--- src/rtl/sar_pkg.sv ---
package sar_pkg;

    localparam int RNG_W = 3;

    typedef logic [RNG_W-1:0] rng_code_t;

    typedef enum logic [1:0] {
        ST_IDLE,
        ST_CONV,
        ST_FIN
    } seq_state_e;

    // A channel takes part in a cycle whenever its range code is nonzero.
    function automatic logic is_enabled(rng_code_t c);
        return c != '0;
    endfunction

    // Odd codes select a range that is symmetric about zero.
    function automatic logic is_bipolar(rng_code_t c);
        return c[0];
    endfunction

endpackage

--- src/rtl/sar_chan_pick.sv ---
module sar_chan_pick #(
    parameter int NCH = 8,
    parameter int CW  = 3
) (
    input  logic [NCH-1:0] en,
    input  logic [CW:0]    from,
    output logic           found,
    output logic [CW-1:0]  idx
);
    // Lowest enabled channel whose index is at least 'from'.
    always_comb begin
        found = 1'b0;
        idx   = '0;
        for (int i = NCH - 1; i >= 0; i--) begin
            if (en[i] && ((CW+1)'(i) >= from)) begin
                found = 1'b1;
                idx   = CW'(i);
            end
        end
    end
endmodule

--- src/rtl/sar_approx.sv ---
module sar_approx #(
    parameter int NBITS = 18
) (
    input  logic             clk,
    input  logic             rst,
    input  logic             load,
    input  logic             step,
    input  logic             cmp_keep,
    output logic [NBITS-1:0] trial,
    output logic             last,
    output logic [NBITS-1:0] final_code
);
    logic [NBITS-1:0] acc;
    logic [NBITS-1:0] mask;

    assign trial      = acc | mask;
    assign last       = mask[0];
    assign final_code = cmp_keep ? trial : acc;

    always_ff @(posedge clk) begin
        if (rst) begin
            acc  <= '0;
            mask <= '0;
        end else if (load) begin
            acc  <= '0;
            mask <= {1'b1, {(NBITS-1){1'b0}}};
        end else if (step && (mask != '0)) begin
            acc  <= final_code;
            mask <= mask >> 1;
        end
    end
endmodule

--- src/rtl/sar_seq.sv ---
module sar_seq
    import sar_pkg::*;
#(
    parameter int NCH   = 8,
    parameter int NBITS = 18
) (
    input  logic                   clk,
    input  logic                   rst,
    input  logic                   cnv_start,
    input  logic [NCH*RNG_W-1:0]   range_codes,
    input  logic                   cmp_keep,
    output logic                   busy,
    output logic                   done,
    output logic [$clog2(NCH)-1:0] sel_ch,
    output logic [NBITS-1:0]       trial,
    output logic [NCH*NBITS-1:0]   results
);
    localparam int CW = $clog2(NCH);

    seq_state_e       state;
    logic             cnv_q;
    logic             start_edge;
    logic [CW-1:0]    ch;
    rng_code_t        live  [NCH];
    rng_code_t        held  [NCH];
    logic [NCH-1:0]   en_live;
    logic [NCH-1:0]   en_held;
    logic [NBITS-1:0] work  [NCH];
    logic [NBITS-1:0] res_q [NCH];

    logic             first_found, next_found;
    logic [CW-1:0]    first_idx, next_idx;
    logic [CW:0]      next_from;
    logic             eng_load, eng_step, eng_last;
    logic [NBITS-1:0] eng_final, fmt_code;

    for (genvar g = 0; g < NCH; g++) begin : g_lane
        assign live[g]    = range_codes[g*RNG_W +: RNG_W];
        assign en_live[g] = is_enabled(live[g]);
        assign en_held[g] = is_enabled(held[g]);
        assign results[g*NBITS +: NBITS] = res_q[g];
    end

    assign start_edge = cnv_start && !cnv_q;
    assign next_from  = {1'b0, ch} + 1'b1;

    sar_chan_pick #(.NCH(NCH), .CW(CW)) u_first (
        .en(en_live), .from((CW+1)'(0)), .found(first_found), .idx(first_idx)
    );

    sar_chan_pick #(.NCH(NCH), .CW(CW)) u_next (
        .en(en_held), .from(next_from), .found(next_found), .idx(next_idx)
    );

    assign eng_step = (state == ST_CONV);
    assign eng_load = ((state == ST_IDLE) && start_edge && first_found) ||
                      (eng_step && eng_last && next_found);

    sar_approx #(.NBITS(NBITS)) u_eng (
        .clk(clk), .rst(rst), .load(eng_load), .step(eng_step),
        .cmp_keep(cmp_keep), .trial(trial), .last(eng_last),
        .final_code(eng_final)
    );

    // Bipolar: offset binary to two's complement by flipping the MSB.
    assign fmt_code = is_bipolar(held[ch])
                    ? {~eng_final[NBITS-1], eng_final[NBITS-2:0]}
                    : eng_final;

    assign sel_ch = ch;

    always_ff @(posedge clk) begin
        if (rst) begin
            state <= ST_IDLE;
            cnv_q <= 1'b0;
            busy  <= 1'b0;
            done  <= 1'b0;
            ch    <= '0;
            for (int i = 0; i < NCH; i++) begin
                held[i]  <= '0;
                work[i]  <= '0;
                res_q[i] <= '0;
            end
        end else begin
            cnv_q <= cnv_start;
            unique case (state)
                ST_IDLE: begin
                    if (start_edge) begin
                        busy <= 1'b1;
                        done <= 1'b0;
                        for (int i = 0; i < NCH; i++) begin
                            held[i] <= live[i];
                            work[i] <= '0;
                        end
                        if (first_found) begin
                            ch    <= first_idx;
                            state <= ST_CONV;
                        end else begin
                            state <= ST_FIN;
                        end
                    end
                end
                ST_CONV: begin
                    if (eng_last) begin
                        work[ch] <= fmt_code;
                        if (next_found) begin
                            ch <= next_idx;
                        end else begin
                            state <= ST_FIN;
                        end
                    end
                end
                ST_FIN: begin
                    for (int i = 0; i < NCH; i++) begin
                        res_q[i] <= work[i];
                    end
                    busy  <= 1'b0;
                    done  <= 1'b1;
                    state <= ST_IDLE;
                end
                default: state <= ST_IDLE;
            endcase
        end
    end
endmodule

--- config.mk ---
export PLATFORM = sky130hd
export DESIGN_NAME = sar_seq
export DESIGN_NICKNAME = d
export VERILOG_FILES = /design/src/rtl/sar_pkg.sv /design/src/rtl/sar_chan_pick.sv /design/src/rtl/sar_approx.sv /design/src/rtl/sar_seq.sv
export SDC_FILE = /design/constraint.sdc
export NUM_CORES = 1
export LEC_CHECK = 0
export ABC_AREA = 1
export BUFFER_PORTS_ARGS = -buffer_cell sky130_fd_sc_hd__buf_4
export CAP_MARGIN = 20
export CORE_ASPECT_RATIO = 1.5
export CORE_MARGIN = 1.5
export CORE_UTILIZATION = 61
export DETAILED_ROUTE_END_ITERATION = 10
export PLACE_DENSITY = 0.84
export SLEW_MARGIN = 20
export SYNTH_ARGS = -nofsm -noshare
export SYNTH_HDL_FRONTEND = slang
export SYNTH_SLANG_ARGS = --single-unit
--- constraint.sdc ---
create_clock -name clk -period 35.7 [get_ports clk]
set_input_delay 7.14 -clock clk [delete_from_list [all_inputs] [get_ports clk]]
set_output_delay 7.14 -clock clk [all_outputs]
set_load 0.005 [all_outputs]
-- Word-level counts from Yosys, hierarchy flattened
Memories as Yosys holds them, arrays and structs flattened. A register that Yosys moved wholly into a read port is not among the register bits.
Cells that the tools add are included.
- add/subtract/negate cells: 1
- bitwise operators: 26
- eq/ne operators: 7
- muxes and demuxes: 92
- reductions and logical operators: 42
- magnitude comparators: 8
- operator list (cell ; count):
    $mux W18 ; 21
    $mux W3 ; 31
    $reduce_bool A3 Y1 ; 16
    $mux W1 ; 32
    $or A1 B1 Y1 ; 24
    $or A18 B18 Y18 ; 1
    $reduce_bool A18 Y1 ; 1
    $reduce_or A18 Y1 ; 1
    $ge A3 B4 Y1 const A ; 4
    $logic_and A1 B1 Y1 ; 14
    $ge A1 B4 Y1 const A ; 2
    $ge A2 B4 Y1 const A ; 2
    $mux W2 ; 4
    $ne A2 B2 Y1 const B ; 4
    $pmux W3 S2 ; 1
    $reduce_bool A2 Y1 ; 3
    $reduce_and A5 Y1 ; 1
    $add A3 B1 Y4 const B ; 1
    $pmux W1 S2 ; 2
    $pmux W2 S2 ; 1
    $reduce_and A3 Y1 ; 1
    $eq A2 B1 Y1 const B ; 1
    $eq A2 B2 Y1 const B ; 1
    $logic_not A2 Y1 ; 1
    other kinds (6) ; 6
- RAM bits: 312
- bits of input ports: 28
- logic and storage cells: 187
- output and inout port bits: 167
- memories: 3
- register bits after elaboration: 44
- memories (name ; depth ; width ; read ports ; clocked after Yosys merged registers in ; wr ports ; line ; text):
    res_q ; 8 ; 18 ; 8 ; 0 ; 8 ; sar_seq.sv:29 ; logic [NBITS-1:0] res_q [NCH];
    work ; 8 ; 18 ; 8 ; 0 ; 8 ; sar_seq.sv:28 ; logic [NBITS-1:0] work [NCH];
    held ; 8 ; 3 ; 9 ; 1 ; 8 ; sar_seq.sv:25 ; rng_code_t held [NCH];

-- Logic depth before layout (Yosys ltp)
- depth in word-level cells: 16
- gate-level depth with buffers: 13
- depth with buffers taken out: 13

-- Cells and area by module
Synthesis repeated with hierarchy kept, for this count alone.
- cells, all modules: 1285
- area total of the unflattened synthesis: 14199.9 um2
- by module, submodules not included (module ; instances ; area an instance (um2) ; cells an instance):
    sar_seq ; 1 ; 12190.4 ; 965
    sar_approx ; 1 ; 1601.5 ; 236
    sar_chan_pick ; 2 ; 203.9 ; 42

-- Worst setup path before layout
Ideal clock, no wire load.
- path type: in2reg
- start point: input port rst
- end point: memory res_q[0][0], enable pin
- path slack: 22.116 ns
- stages: 2
- data arrival time: 11.565 ns
- data required time: 33.681 ns
- cells stage by stage: clkinv_1 > o21ai_0
- RTL lines (element ; line ; text):
    from (decl) ; sar_seq.sv:8 ; input logic rst,
    to (decl) ; sar_seq.sv:29 ;

==> qor.tcl <==
set qor(grt_setup_unrepaired) {false}
set qor(top_level_port_count) 195
set qor(ctsResizeCount) 0
set qor(crit_path_required_time_ps) 35810
set qor(drt_first_iter_violations) 847
set qor(insertedDiodeCount) 0
set qor(ys_ff_latch) 359
set qor(global_route.overflow_total) 0
set qor(multiInputGateArea_mm2) 0.00282
set qor(num_vias) 9278
set qor(timing.slew.headroom_pct) 19.4
set qor(clock_insertion_delay_worst_skew_ps) 560
set qor(postLayoutCoreUtil_pct) 75.1
set qor(sequential_standard_cell_area_mm2) 0.0103
set qor(max-cap-violations) 0
set qor(avgRoutedWirePerCell_um) 18.0
set qor(hold_viol) 0
set qor(total_routing_resource_utilization_after_global_routing_pct) 25.4
set qor(power_per_cell_area_mw_per_mm2) 54.3
set qor(cellLeakagePower_nw) 6.91
set qor(worst-setup-path-type) {in2reg}
set qor(ctsHtreeMaxLevel) 1
set qor(critical_path.max_stage_delay_ps) 530
set qor(crit_chain) {buf_4 -> clkinv_1 -> nand2_1 -> nor2_4 -> nand2_2 -> nand2_1}
set qor(synth_nets) 1242
set qor(floorplan.core_area_mm2) 0.0225
set qor(switching_power_of_the_nets_mw) 0.203
set qor(clock_power_share_pct) 37.6
set qor(clk_path_buf_depth) 3
set qor(critical-path-slowest-cell) {nand2_1}
set qor(post-route-drc-count) 0
set qor(holdBufCountCts) 0
set qor(slew_limit_fails) 0
set qor(reg2reg_to) {work[0][16]}
set qor(clk_transition_reported_paths_ps) 60
set qor(crit_path_max_fanout) 47
set qor(clock.fmax_mhz) 109
set qor(tightest_slew_ps) 1210
set qor(die-area_mm2) 0.0240
set qor(share_of_cells_above_drive_strength_1_pct) 23.1
set qor(critPathMostFrequentCell) {nand2_1}
set qor(cp.arrival_ps) 9250
set qor(antenna_found_initial) 0
set qor(netlist_top_cells_count) {nor2_1 (356), edfxtp_1 (312), inv_1 (202)}
set qor(setup_total_negative_slack_ps) 0
set qor(netlist.area_leader.share_pct) 66.6
set qor(synthesis.yosys.warnings) 0
set qor(grt_pass1_wl_um) 46200
set qor(tritoncts) {done}
set qor(die_y_um) 189
set qor(first_pass_iters) 7
set qor(totalPowerFinal_mw) 0.917
set qor(final.setup.worst_slack_ps) 26560
set qor(finalSetupViolCount) 0
set qor(ff2ff_setup_slack_ps) 32400
set qor(synth.avg_cell_area_um2) 11.6
set qor(finalCritPeriodShare_pct) 25.6
set qor(starting_density_of_the_core_pct) 62.6
set qor(power.ir.vdd_worst_mv) 0.0451
set qor(cts-buffers-inserted) 30
set qor(critical_path_sink_type) {flip-flop}
set qor(detailed_place_hpwl_um) 21000
set qor(routabilityCongestion) 0.894
set qor(comb_power_share_pct) 7.8
set qor(grt_start_max_net_pins) 110
set qor(top_count_cell_post_synth) {nor2_1}
set qor(route.antenna.remaining_nets) 0
set qor(synth_area_leader_cell) {edfxtp_1}
set qor(power.sequential.fraction_pct) 54.6
set qor(fp-row-count) 67
set qor(post-route-min-period_ps) 9140
set qor(hold-path-endpoint) {busy}
set qor(synth.top_cells.by_area) {edfxtp_1 (67%), nor2_1 (9.5%), dfxtp_1 (6.7%), inv_1 (5.4%), nand2_1 (1.9%)}
set qor(final.setup_skew_ps) 19.6
set qor(hold_path.startpoint) {busy}
set qor(power.switching_fraction_pct) 22.2
set qor(port_buffers) 194
set qor(synth_enable_flop_cells) 312
set qor(die_width_um) 127
set qor(synth_seq_area_share_pct) 73.3
set qor(syn_inst) 1212
set qor(cts_num_sinks) 359
set qor(synth_area_mm2) 0.0141
set qor(post_cts.repair.setup_buffers) 0
set qor(run_status) {complete, no violations}
set qor(drt-vias-per-instance) 5.41
set qor(num-fill-cells) 1363
set qor(detail_route.wirelength_um) 30900
set qor(ctsRootBufferMaster) {clkbuf_16}
set qor(start_kind) {input pin}
set qor(min_path_cells) 2
set qor(final_nets) 1446
set qor(hold_path_class) {reg2reg}
set qor(synth-main-ff-cell) {edfxtp_1}
set qor(postSynth.asyncResetShare_pct) 0
set qor(netlist-cell-type-count) 34
set qor(placement.setup.worst_slack_ps) 26030
set qor(r2r_cells) 8
set qor(internal_power_summed_over_all_cells_mw) 0.714
set qor(grt_pass1_vias) 8905
set qor(worst_r2r_startpoint) {state[0]}
set qor(area_growth_pct) 20.0
-- worst max-delay path: cells and delay by family --
kind,cells,cell delay (ps)
simple gates,4,1230
buf+inv,2,830
-- power groups by stage --
stage               Clock, mW  Combinational [mW]  Sequential (mW)
finish                  0.345              0.0715            0.500
global route            0.359              0.0778            0.503
CTS                     0.345              0.0716            0.501
detailed placement          0              0.0710            0.510
global placement            0              0.0686            0.509
floorplan                   0              0.0360            0.511
-- cells by family after synthesis --
group / Yosys count / share of synthesized area [%]
compound gates: 79 / 3.21
fa+ha+maj: 2 / 0.178
simple gates: 527 / 16.4
xor+xnor: 1 / 0.0623
flops: 359 / 73.3
buf+inv: 244 / 6.82
-- cell usage in the layout (no fill, tap or decap), types with 7 or more instances in the layout --
master / netlist / layout
nor2_2: 11 / 11
nand2_1: 73 / 73
or2_2: 19 / 19
nor2_1: 356 / 356
nand2_2: 10 / 10
nor3_4: 8 / 8
dfxtp_1: 47 / 47
edfxtp_1: 312 / 312
o21ai_0: 10 / 9
buf_4: 0 / 210
a21oi_2: 13 / 15
nand3_1: 29 / 28
clkinv_1: 1 / 7
clkbuf_16: 0 / 31
a21oi_1: 52 / 50
inv_1: 202 / 202
-- per-layer routing --
metal	wire length (um)	GRT usage, %	up-vias	part of all wire [%]
met1	10600	29.9	4393	34
met2	16200	45.7	506	52
met5	0	0	-	0
met4	1400	12.5	0	4.5
met3	2690	3.53	88	8.7
li1	-	-	4291	-
-- metrics by stage --
stage	area [um2]	cells	hold WS (ps)
4_1_cts	16900	1716	484
5_1_grt	16900	1716	514
3_3_place_gp	15800	1658	462
6_report	16900	1716	489
2_1_floorplan	14100	1212	443
3_5_place_dp	15800	1660	472
-- layout make-up --
type / count / share of cell area [%]
clock buffer: 38 / 4.87
clock inverter: 18 / 1.31
inverter: 205 / 4.56
multi-input combinational: 609 / 16.7
sequential: 359 / 61.1
tap: 276 / 2.05
timing repair buffer: 211 / 9.41
-- sequential cells by signal, indices dropped and copies added (netlist names), named ones only --
| register | count |
|---|---|
| done | 1 |
| u_eng.acc | 18 |
| busy | 1 |
| res_q | 144 |
| state | 2 |
| work | 144 |
| held | 24 |
| u_eng.mask | 18 |
| cnv_q | 1 |
| sel_ch | 3 |
-- worst max-delay path by stage --
stage	from	end	slack (ps)	cells after the start
after floorplan	rst	res_q[0][0]	22120	2
after global placement	rst	work[0][13]	26170	6
after detailed placement	rst	work[7][16]	26030	6
after CTS	rst	work[0][16]	26580	6
after global routing	rst	work[0][16]	26350	6
final	rst	work[0][16]	26560	6
Power figures use the tool's default switching activity.
